===== src/rtl/spi_wc_pkg.sv =====
package spi_wc_pkg;

   typedef enum logic [1:0] {
      ST_IDLE = 2'd0,
      ST_RUN  = 2'd1,
      ST_HOLD = 2'd2,
      ST_GAP  = 2'd3
   } eng_state_t;

endpackage


===== src/rtl/spi_wc_fifo.sv =====
module spi_wc_fifo #(
   parameter int WIDTH = 16,
   parameter int DEPTH = 4
) (
   input  logic             clk,
   input  logic             rst_n,
   input  logic             wr,
   input  logic [WIDTH-1:0] wr_data,
   input  logic             rd,
   output logic [WIDTH-1:0] rd_data,
   output logic             full,
   output logic             empty
);
   localparam int PW = (DEPTH > 1) ? $clog2(DEPTH) : 1;
   localparam int CW = $clog2(DEPTH + 1);

   logic [WIDTH-1:0] mem [DEPTH];
   logic [PW-1:0]    wp, rp, wp_n, rp_n;
   logic [CW-1:0]    cnt;
   logic             do_wr, do_rd;

   assign full    = (cnt == CW'(DEPTH));
   assign empty   = (cnt == '0);
   assign do_wr   = wr && !full;
   assign do_rd   = rd && !empty;
   assign rd_data = mem[rp];

   generate
      if ((DEPTH & (DEPTH - 1)) == 0) begin : g_pow2
         assign wp_n = wp + 1'b1;
         assign rp_n = rp + 1'b1;
      end else begin : g_wrap
         assign wp_n = (wp == PW'(DEPTH - 1)) ? '0 : wp + 1'b1;
         assign rp_n = (rp == PW'(DEPTH - 1)) ? '0 : rp + 1'b1;
      end
   endgenerate

   always_ff @(posedge clk) begin
      if (do_wr) mem[wp] <= wr_data;
   end

   always_ff @(posedge clk or negedge rst_n) begin
      if (!rst_n) begin
         wp  <= '0;
         rp  <= '0;
         cnt <= '0;
      end else begin
         if (do_wr) wp <= wp_n;
         if (do_rd) rp <= rp_n;
         case ({do_wr, do_rd})
            2'b10:   cnt <= cnt + 1'b1;
            2'b01:   cnt <= cnt - 1'b1;
            default: cnt <= cnt;
         endcase
      end
   end

   AST_FIFO_BOUND: assert property (@(posedge clk) disable iff (!rst_n)
      cnt <= CW'(DEPTH));
   AST_FIFO_ORDER: assert property (@(posedge clk) disable iff (!rst_n)
      (do_wr && !do_rd) |=> !empty);
endmodule


===== src/rtl/spi_wc_tick.sv =====
module spi_wc_tick #(
   parameter int DIV_W = 8
) (
   input  logic             clk,
   input  logic             rst_n,
   input  logic             en,
   input  logic [DIV_W-1:0] half,
   output logic             tick
);
   logic [DIV_W-1:0] cnt;

   assign tick = en && (({1'b0, cnt} + 1'b1) >= {1'b0, half});

   always_ff @(posedge clk or negedge rst_n) begin
      if (!rst_n)          cnt <= '0;
      else if (!en || tick) cnt <= '0;
      else                 cnt <= cnt + 1'b1;
   end

   AST_TICK_WINDOW: assert property (@(posedge clk) disable iff (!rst_n)
      (en && half != '0) |-> (cnt < half));
endmodule


===== src/rtl/spi_wc_engine.sv =====
module spi_wc_engine
   import spi_wc_pkg::*;
#(
   parameter int DATA_W = 16,
   parameter int NUM_SS = 4,
   localparam int LEN_W = $clog2(DATA_W)
) (
   input  logic              clk,
   input  logic              rst_n,
   input  logic              cpha,
   input  logic              tx_valid,
   input  logic [DATA_W-1:0] tx_data,
   input  logic [LEN_W-1:0]  tx_len_m1,
   input  logic [NUM_SS-1:0] tx_sel,
   input  logic              tx_eot,
   input  logic              tx_ign,
   input  logic              rx_full,
   input  logic              miso,
   input  logic              tick,
   output logic              tick_en,
   output logic              tx_pop,
   output logic              rx_push,
   output logic [DATA_W-1:0] rx_word,
   output logic              sck_t,
   output logic              mosi,
   output logic              ss_act,
   output logic [NUM_SS-1:0] sel_q,
   output logic              busy
);
   localparam int EC_W = LEN_W + 1;

   eng_state_t        st;
   logic [DATA_W-1:0] sh_q, rx_q, rx_next;
   logic [LEN_W-1:0]  len_q;
   logic [EC_W-1:0]   ecnt;
   logic              eot_q, ign_q;
   logic              can_start, load, leading, last_edge;
   logic              run_tick, sample_now, shift_now;

   assign can_start  = tx_valid && (tx_ign || !rx_full);
   assign load       = (st == ST_IDLE || st == ST_HOLD) && can_start;
   assign tx_pop     = load;
   assign tick_en    = (st == ST_RUN) || (st == ST_GAP);
   assign busy       = (st != ST_IDLE);
   assign leading    = !ecnt[0];
   assign last_edge  = (ecnt == {len_q, 1'b1});
   assign run_tick   = tick && (st == ST_RUN);
   assign sample_now = run_tick && (cpha ? !leading : leading);
   assign shift_now  = run_tick && (cpha ? (leading && ecnt != '0) : !leading);
   assign rx_next    = sample_now ? {rx_q[DATA_W-2:0], miso} : rx_q;
   assign rx_push    = run_tick && last_edge && !ign_q;
   assign rx_word    = rx_next;
   assign mosi       = sh_q[DATA_W-1];

   always_ff @(posedge clk or negedge rst_n) begin
      if (!rst_n) begin
         st     <= ST_IDLE;
         sh_q   <= '0;
         rx_q   <= '0;
         len_q  <= '0;
         ecnt   <= '0;
         sel_q  <= '0;
         eot_q  <= 1'b0;
         ign_q  <= 1'b0;
         sck_t  <= 1'b0;
         ss_act <= 1'b0;
      end else begin
         case (st)
            ST_IDLE, ST_HOLD: begin
               if (load) begin
                  sh_q   <= tx_data << (LEN_W'(DATA_W - 1) - tx_len_m1);
                  rx_q   <= '0;
                  len_q  <= tx_len_m1;
                  ecnt   <= '0;
                  sel_q  <= tx_sel;
                  eot_q  <= tx_eot;
                  ign_q  <= tx_ign;
                  sck_t  <= 1'b0;
                  ss_act <= 1'b1;
                  st     <= ST_RUN;
               end
            end
            ST_RUN: begin
               if (tick) begin
                  sck_t <= ~sck_t;
                  ecnt  <= ecnt + 1'b1;
                  rx_q  <= rx_next;
                  if (shift_now) sh_q <= {sh_q[DATA_W-2:0], 1'b0};
                  if (last_edge) begin
                     if (eot_q) begin
                        ss_act <= 1'b0;
                        st     <= ST_GAP;
                     end else begin
                        st     <= ST_HOLD;
                     end
                  end
               end
            end
            ST_GAP: begin
               if (tick) st <= ST_IDLE;
            end
            default: st <= ST_IDLE;
         endcase
      end
   end

   AST_RX_SPACE: assert property (@(posedge clk) disable iff (!rst_n)
      rx_push |-> !rx_full);
   AST_EDGE_LIMIT: assert property (@(posedge clk) disable iff (!rst_n)
      (st == ST_RUN) |-> (ecnt <= {len_q, 1'b1}));
   AST_SEL_STABLE: assert property (@(posedge clk) disable iff (!rst_n)
      (st == ST_RUN && $past(st) == ST_RUN) |-> ($stable(sel_q) && ss_act));
   AST_HOLD_IDLE_CLK: assert property (@(posedge clk) disable iff (!rst_n)
      (st == ST_HOLD) |-> (!sck_t && ss_act));
   AST_IDLE_CLK: assert property (@(posedge clk) disable iff (!rst_n)
      (st == ST_IDLE) |-> (!sck_t && !ss_act));
endmodule


===== src/rtl/spi_wc_master.sv =====
module spi_wc_master #(
   parameter int DATA_W     = 16,
   parameter int NUM_SS     = 4,
   parameter int FIFO_DEPTH = 4,
   parameter int DIV_W      = 8,
   localparam int LEN_W     = $clog2(DATA_W),
   localparam int ENTRY_W   = DATA_W + LEN_W + NUM_SS + 3
) (
   input  logic               clk,
   input  logic               rst_n,
   input  logic               cfg_cpol,
   input  logic               cfg_cpha,
   input  logic [DIV_W-1:0]   cfg_half,
   input  logic [NUM_SS-1:0]  cfg_ss_pol,
   input  logic               tx_wr,
   input  logic [ENTRY_W-1:0] tx_entry,
   output logic               tx_full,
   input  logic               rx_rd,
   output logic [DATA_W-1:0]  rx_data,
   output logic               rx_empty,
   output logic               sck,
   output logic               mosi,
   input  logic               miso,
   output logic [NUM_SS-1:0]  ss_out,
   output logic               busy
);
   localparam int LEN_LSB = DATA_W;
   localparam int SEL_LSB = LEN_LSB + LEN_W;
   localparam int EOT_BIT = SEL_LSB + NUM_SS;
   localparam int IGN_BIT = EOT_BIT + 2;

   generate
      if (DATA_W < 2)     begin : g_bad_w   $error("DATA_W must be at least 2"); end
      if (NUM_SS < 1)     begin : g_bad_ss  $error("NUM_SS must be at least 1"); end
      if (FIFO_DEPTH < 2) begin : g_bad_dep $error("FIFO_DEPTH must be at least 2"); end
      if (DIV_W < 1)      begin : g_bad_div $error("DIV_W must be at least 1"); end
   endgenerate

   logic [ENTRY_W-1:0] head;
   logic               tx_empty, tx_pop, rx_push, rx_full;
   logic [DATA_W-1:0]  rx_word;
   logic               tick, tick_en, sck_t, ss_act;
   logic [NUM_SS-1:0]  sel_q;

   spi_wc_fifo #(.WIDTH(ENTRY_W), .DEPTH(FIFO_DEPTH)) u_txq (
      .clk(clk), .rst_n(rst_n), .wr(tx_wr), .wr_data(tx_entry),
      .rd(tx_pop), .rd_data(head), .full(tx_full), .empty(tx_empty));

   spi_wc_fifo #(.WIDTH(DATA_W), .DEPTH(FIFO_DEPTH)) u_rxq (
      .clk(clk), .rst_n(rst_n), .wr(rx_push), .wr_data(rx_word),
      .rd(rx_rd), .rd_data(rx_data), .full(rx_full), .empty(rx_empty));

   spi_wc_tick #(.DIV_W(DIV_W)) u_tick (
      .clk(clk), .rst_n(rst_n), .en(tick_en), .half(cfg_half), .tick(tick));

   spi_wc_engine #(.DATA_W(DATA_W), .NUM_SS(NUM_SS)) u_eng (
      .clk(clk), .rst_n(rst_n), .cpha(cfg_cpha),
      .tx_valid(!tx_empty),
      .tx_data(head[DATA_W-1:0]),
      .tx_len_m1(head[SEL_LSB-1:LEN_LSB]),
      .tx_sel(head[EOT_BIT-1:SEL_LSB]),
      .tx_eot(head[EOT_BIT]),
      .tx_ign(head[IGN_BIT]),
      .rx_full(rx_full), .miso(miso), .tick(tick), .tick_en(tick_en),
      .tx_pop(tx_pop), .rx_push(rx_push), .rx_word(rx_word),
      .sck_t(sck_t), .mosi(mosi), .ss_act(ss_act), .sel_q(sel_q), .busy(busy));

   assign sck = sck_t ^ cfg_cpol;

   generate
      for (genvar i = 0; i < NUM_SS; i++) begin : g_ss
         assign ss_out[i] = (ss_act && sel_q[i]) ? cfg_ss_pol[i] : ~cfg_ss_pol[i];
      end
   endgenerate

   AST_POP_ONLY_VALID: assert property (@(posedge clk) disable iff (!rst_n)
      tx_pop |-> !tx_empty);
endmodule


===== config.mk =====
export PLATFORM = sky130hd
export DESIGN_NAME = spi_wc_master
export DESIGN_NICKNAME = d
export VERILOG_FILES = /design/src/rtl/spi_wc_pkg.sv /design/src/rtl/spi_wc_fifo.sv /design/src/rtl/spi_wc_tick.sv /design/src/rtl/spi_wc_engine.sv /design/src/rtl/spi_wc_master.sv
export SDC_FILE = /design/constraint.sdc
export NUM_CORES = 1
export LEC_CHECK = 0
export ABC_CLOCK_PERIOD_IN_PS = 11400
export BUFFER_PORTS_ARGS = -buffer_cell sky130_fd_sc_hd__buf_4
export CAP_MARGIN = 0
export CORE_ASPECT_RATIO = 0.7
export CORE_MARGIN = 8
export CORE_UTILIZATION = 58
export DETAILED_ROUTE_END_ITERATION = 12
export PLACE_DENSITY = 0.79
export SYNTH_ARGS = -nofsm -noshare
export SYNTH_HDL_FRONTEND = slang
export SYNTH_HIERARCHICAL = 1
export SYNTH_SLANG_ARGS = --single-unit

===== constraint.sdc =====
create_clock -name clk -period 11.4 [get_ports clk]
set_input_delay 0 -clock clk [delete_from_list [all_inputs] [get_ports clk]]
set_output_delay 0 -clock clk [all_outputs]
set_load 0.02 [all_outputs]

==> results.json <==
{
  "status": "finished, final reports clean",
  "cts-root-buf": "clkbuf_16",
  "avgSynthCellArea_sq_um": 16.5,
  "layout.nets": 813,
  "synth_cells": 648,
  "grt.total_usage_pct": 18.3,
  "p_sw_w": 0.00108,
  "pwr-share-comb_pct": 37.2,
  "setup_violations": 0,
  "final_common_cell": "edfxtp_1",
  "crit_chain": "ha_1 > nand3_1 > nor2_1 > xor2_1 > ha_1 > and3_2 > nand3_1 > o21ai_2 > o21a_1 > nand3b_1 > nor4_1 > nor2b_2 > and2_1",
  "cp-end-kind": "flop",
  "stdcell_count": 996,
  "clock_latency_ps": 510,
  "fin_tns_setup_ps": 0,
  "num_vias": 5994,
  "first_global_vias": 6165,
  "clkPwrFrac_pct": 22.5,
  "first_iter_violations": 553,
  "hp-class": "primary input to flop",
  "slew_violations": 0,
  "final.setup_skew_ps": 23.0,
  "p_int_w": 0.00207,
  "place_inst": 926,
  "switching_share_pct": 34.3,
  "grt-ovfl-total": 0,
  "drt_drc_violations_left": 0,
  "dieArea_sq_um": 23100,
  "layout-drive-gt1-share_pct": 26.4,
  "clk_pin_slew_ps": 60,
  "finalCritPeriodShare_pct": 39.0,
  "place_ws_ps": 6930,
  "syn_nets": 717,
  "finalHoldViolCount": 0,
  "postCtsSetupBuffers": 0,
  "initial_core_util_pct": 59.3,
  "ir_worst_vdd_v": 0.000127,
  "reg2reg_slack_ps": 6950,
  "worstSetupPathType": "flop to flop",
  "critical-path-slowest-cell": "and2_1",
  "fp.dieW_um": 178,
  "period_minus_slack_ps": 4450,
  "viasPerCell": 6.02,
  "antenna_found_initial": 1,
  "cp_max_fo": 16,
  "p_leak_nw": 4.88,
  "cts_buffers": 22,
  "yosysWarnings": 6,
  "globalplace.congestion": 0.876,
  "power_density_nw_per_um2": 256,
  "power_frac_seq_pct": 40.4,
  "slew-limit-headroom_pct": 23.4,
  "max_cap_viol_count": 0,
  "max_freq_mhz": 225,
  "grt_start_max_net_pins": 74,
  "io_buffers": 69,
  "hpwl_um": 13500,
  "crit_arrival_ps": 4570,
  "firstDrtPassIters": 5,
  "antennaDiodeCount": 0,
  "crit_family": "simple AND/OR/NAND/NOR gates",
  "num_rows": 41,
  "worst_slew_pin_slew_ps": 1140,
  "htree_levels": 1,
  "core_area_sq_um": 18100,
  "clk_path_buf_depth": 3,
  "routed_wl_um": 20800,
  "fillCellCount": 1187,
  "crit_required_ps": 11520,
  "grt_first_pass_wirelength_um": 33200,
  "synthesis.area_sq_um": 10700,
  "area_growth_pct": 15.3,
  "max_stage_delay_ps": 800,
  "io_pins": 71,
  "layout_common_cells": "168 x edfxtp_1, 76 x buf_4, 72 x dfrtp_1, 52 x nand2_1, 42 x mux4_2",
  "layout_setup_ws_ps": 6950,
  "tritoncts": "built",
  "crit_buf_inv": 0,
  "cts_num_sinks": 241,
  "cp-start-kind": "flop",
  "wire_per_inst_um": 20.9,
  "grt_setup_unrepaired": "false",
  "die_h_um": 130,
  "antenna_left": 0
}
-- registers in the layout, indices dropped and copies added (netlist names) --
| name | count |
|---|---|
| u_txq/mem | 104 |
| u_rxq/mem | 64 |
| u_eng/rx_q | 16 |
| u_eng/sh_q | 16 |
| u_tick/cnt | 8 |
| u_eng/ecnt | 5 |
| u_eng/len_q | 4 |
| u_eng/sel_q | 4 |
| u_rxq/cnt | 3 |
| u_txq/cnt | 3 |
| u_eng/st | 2 |
| u_rxq/rp | 2 |
| u_rxq/wp | 2 |
| u_txq/rp | 2 |
| u_txq/wp | 2 |
| u_eng/eot_q | 1 |
| u_eng/ign_q | 1 |
| u_eng/sck_t | 1 |
| u_eng/ss_act | 1 |
-- final cells by class --
class | instances | area, sq um | area share [%]
sequential | 241 | 6870 | 55.6
multi-input combinational | 348 | 3520 | 28.5
timing repair buffer | 106 | 871 | 7.05
clock buffer | 27 | 569 | 4.61
tap | 236 | 295 | 2.39
clock inverter | 13 | 131 | 1.06
inverter | 25 | 93.8 | 0.760
-- worst paths after layout --
kind / startpoint / endpoint / depth (start not counted)
setup / recovery: u_tick/cnt[0] / u_rxq/mem[1][6] / 13
hold / removal: cfg_cpha / u_eng/sh_q[0] / 5
setup reg to reg: u_tick/cnt[0] / u_rxq/mem[1][6] / 13
hold reg to reg: u_eng/len_q[2] / u_eng/len_q[2] / 2
max in group asynchronous: rst_n / u_txq/rp[0] / 2
min in group asynchronous: rst_n / u_eng/len_q[0] / 2
-- worst register-to-register path: stages (launching register included) --
cell	delay (ps)
dfrtp_1	420
ha_1	240
nand3_1	140
nor2_1	170
xor2_1	110
ha_1	300
and3_2	180
nand3_1	90
o21ai_2	390
o21a_1	250
nand3b_1	240
nor4_1	360
nor2b_2	360
and2_1	800
-- per-stage QoR --
stage / cell area (sq um) / hold WS [ps] / util, % / total power [W]
floorplan: 10700 / -296 / - / 0.00215
global placement: 11300 / 175 / 62.9 / 0.00238
detailed placement: 11300 / 191 / 62.9 / 0.00244
CTS: 12400 / 12.0 / 68.4 / 0.00317
global route: 12400 / 58.1 / 68.4 / 0.00332
finish: 12400 / 34.0 / 68.4 / 0.00316
-- power by group through the flow --
stage	registers (W)	logic, W	clock network, W
after floorplan	0.00120	0.000950	0
after global placement	0.00128	0.00111	0
after detailed placement	0.00129	0.00115	0
after CTS	0.00128	0.00117	0.000726
after global routing	0.00130	0.00126	0.000758
final	0.00127	0.00117	0.000710
-- per-layer routing --
| metal | vias to the layer above | GRT usage [%] | wire, um |
|---|---|---|---|
| met4 | 2 | 4.60 | 441 |
| met2 | 235 | 28.3 | 9460 |
| met3 | 32 | 3.55 | 1680 |
| met5 | - | 0 | 8 |
| met1 | 3029 | 26.7 | 9220 |
| li1 | 2696 | - | - |
-- what timing repair did --
item,in CTS,in global routing
gates resized for setup,0,0
hold endpoints to repair,185,0
hold buffers,30,0
Power figures use the tool's default switching activity.
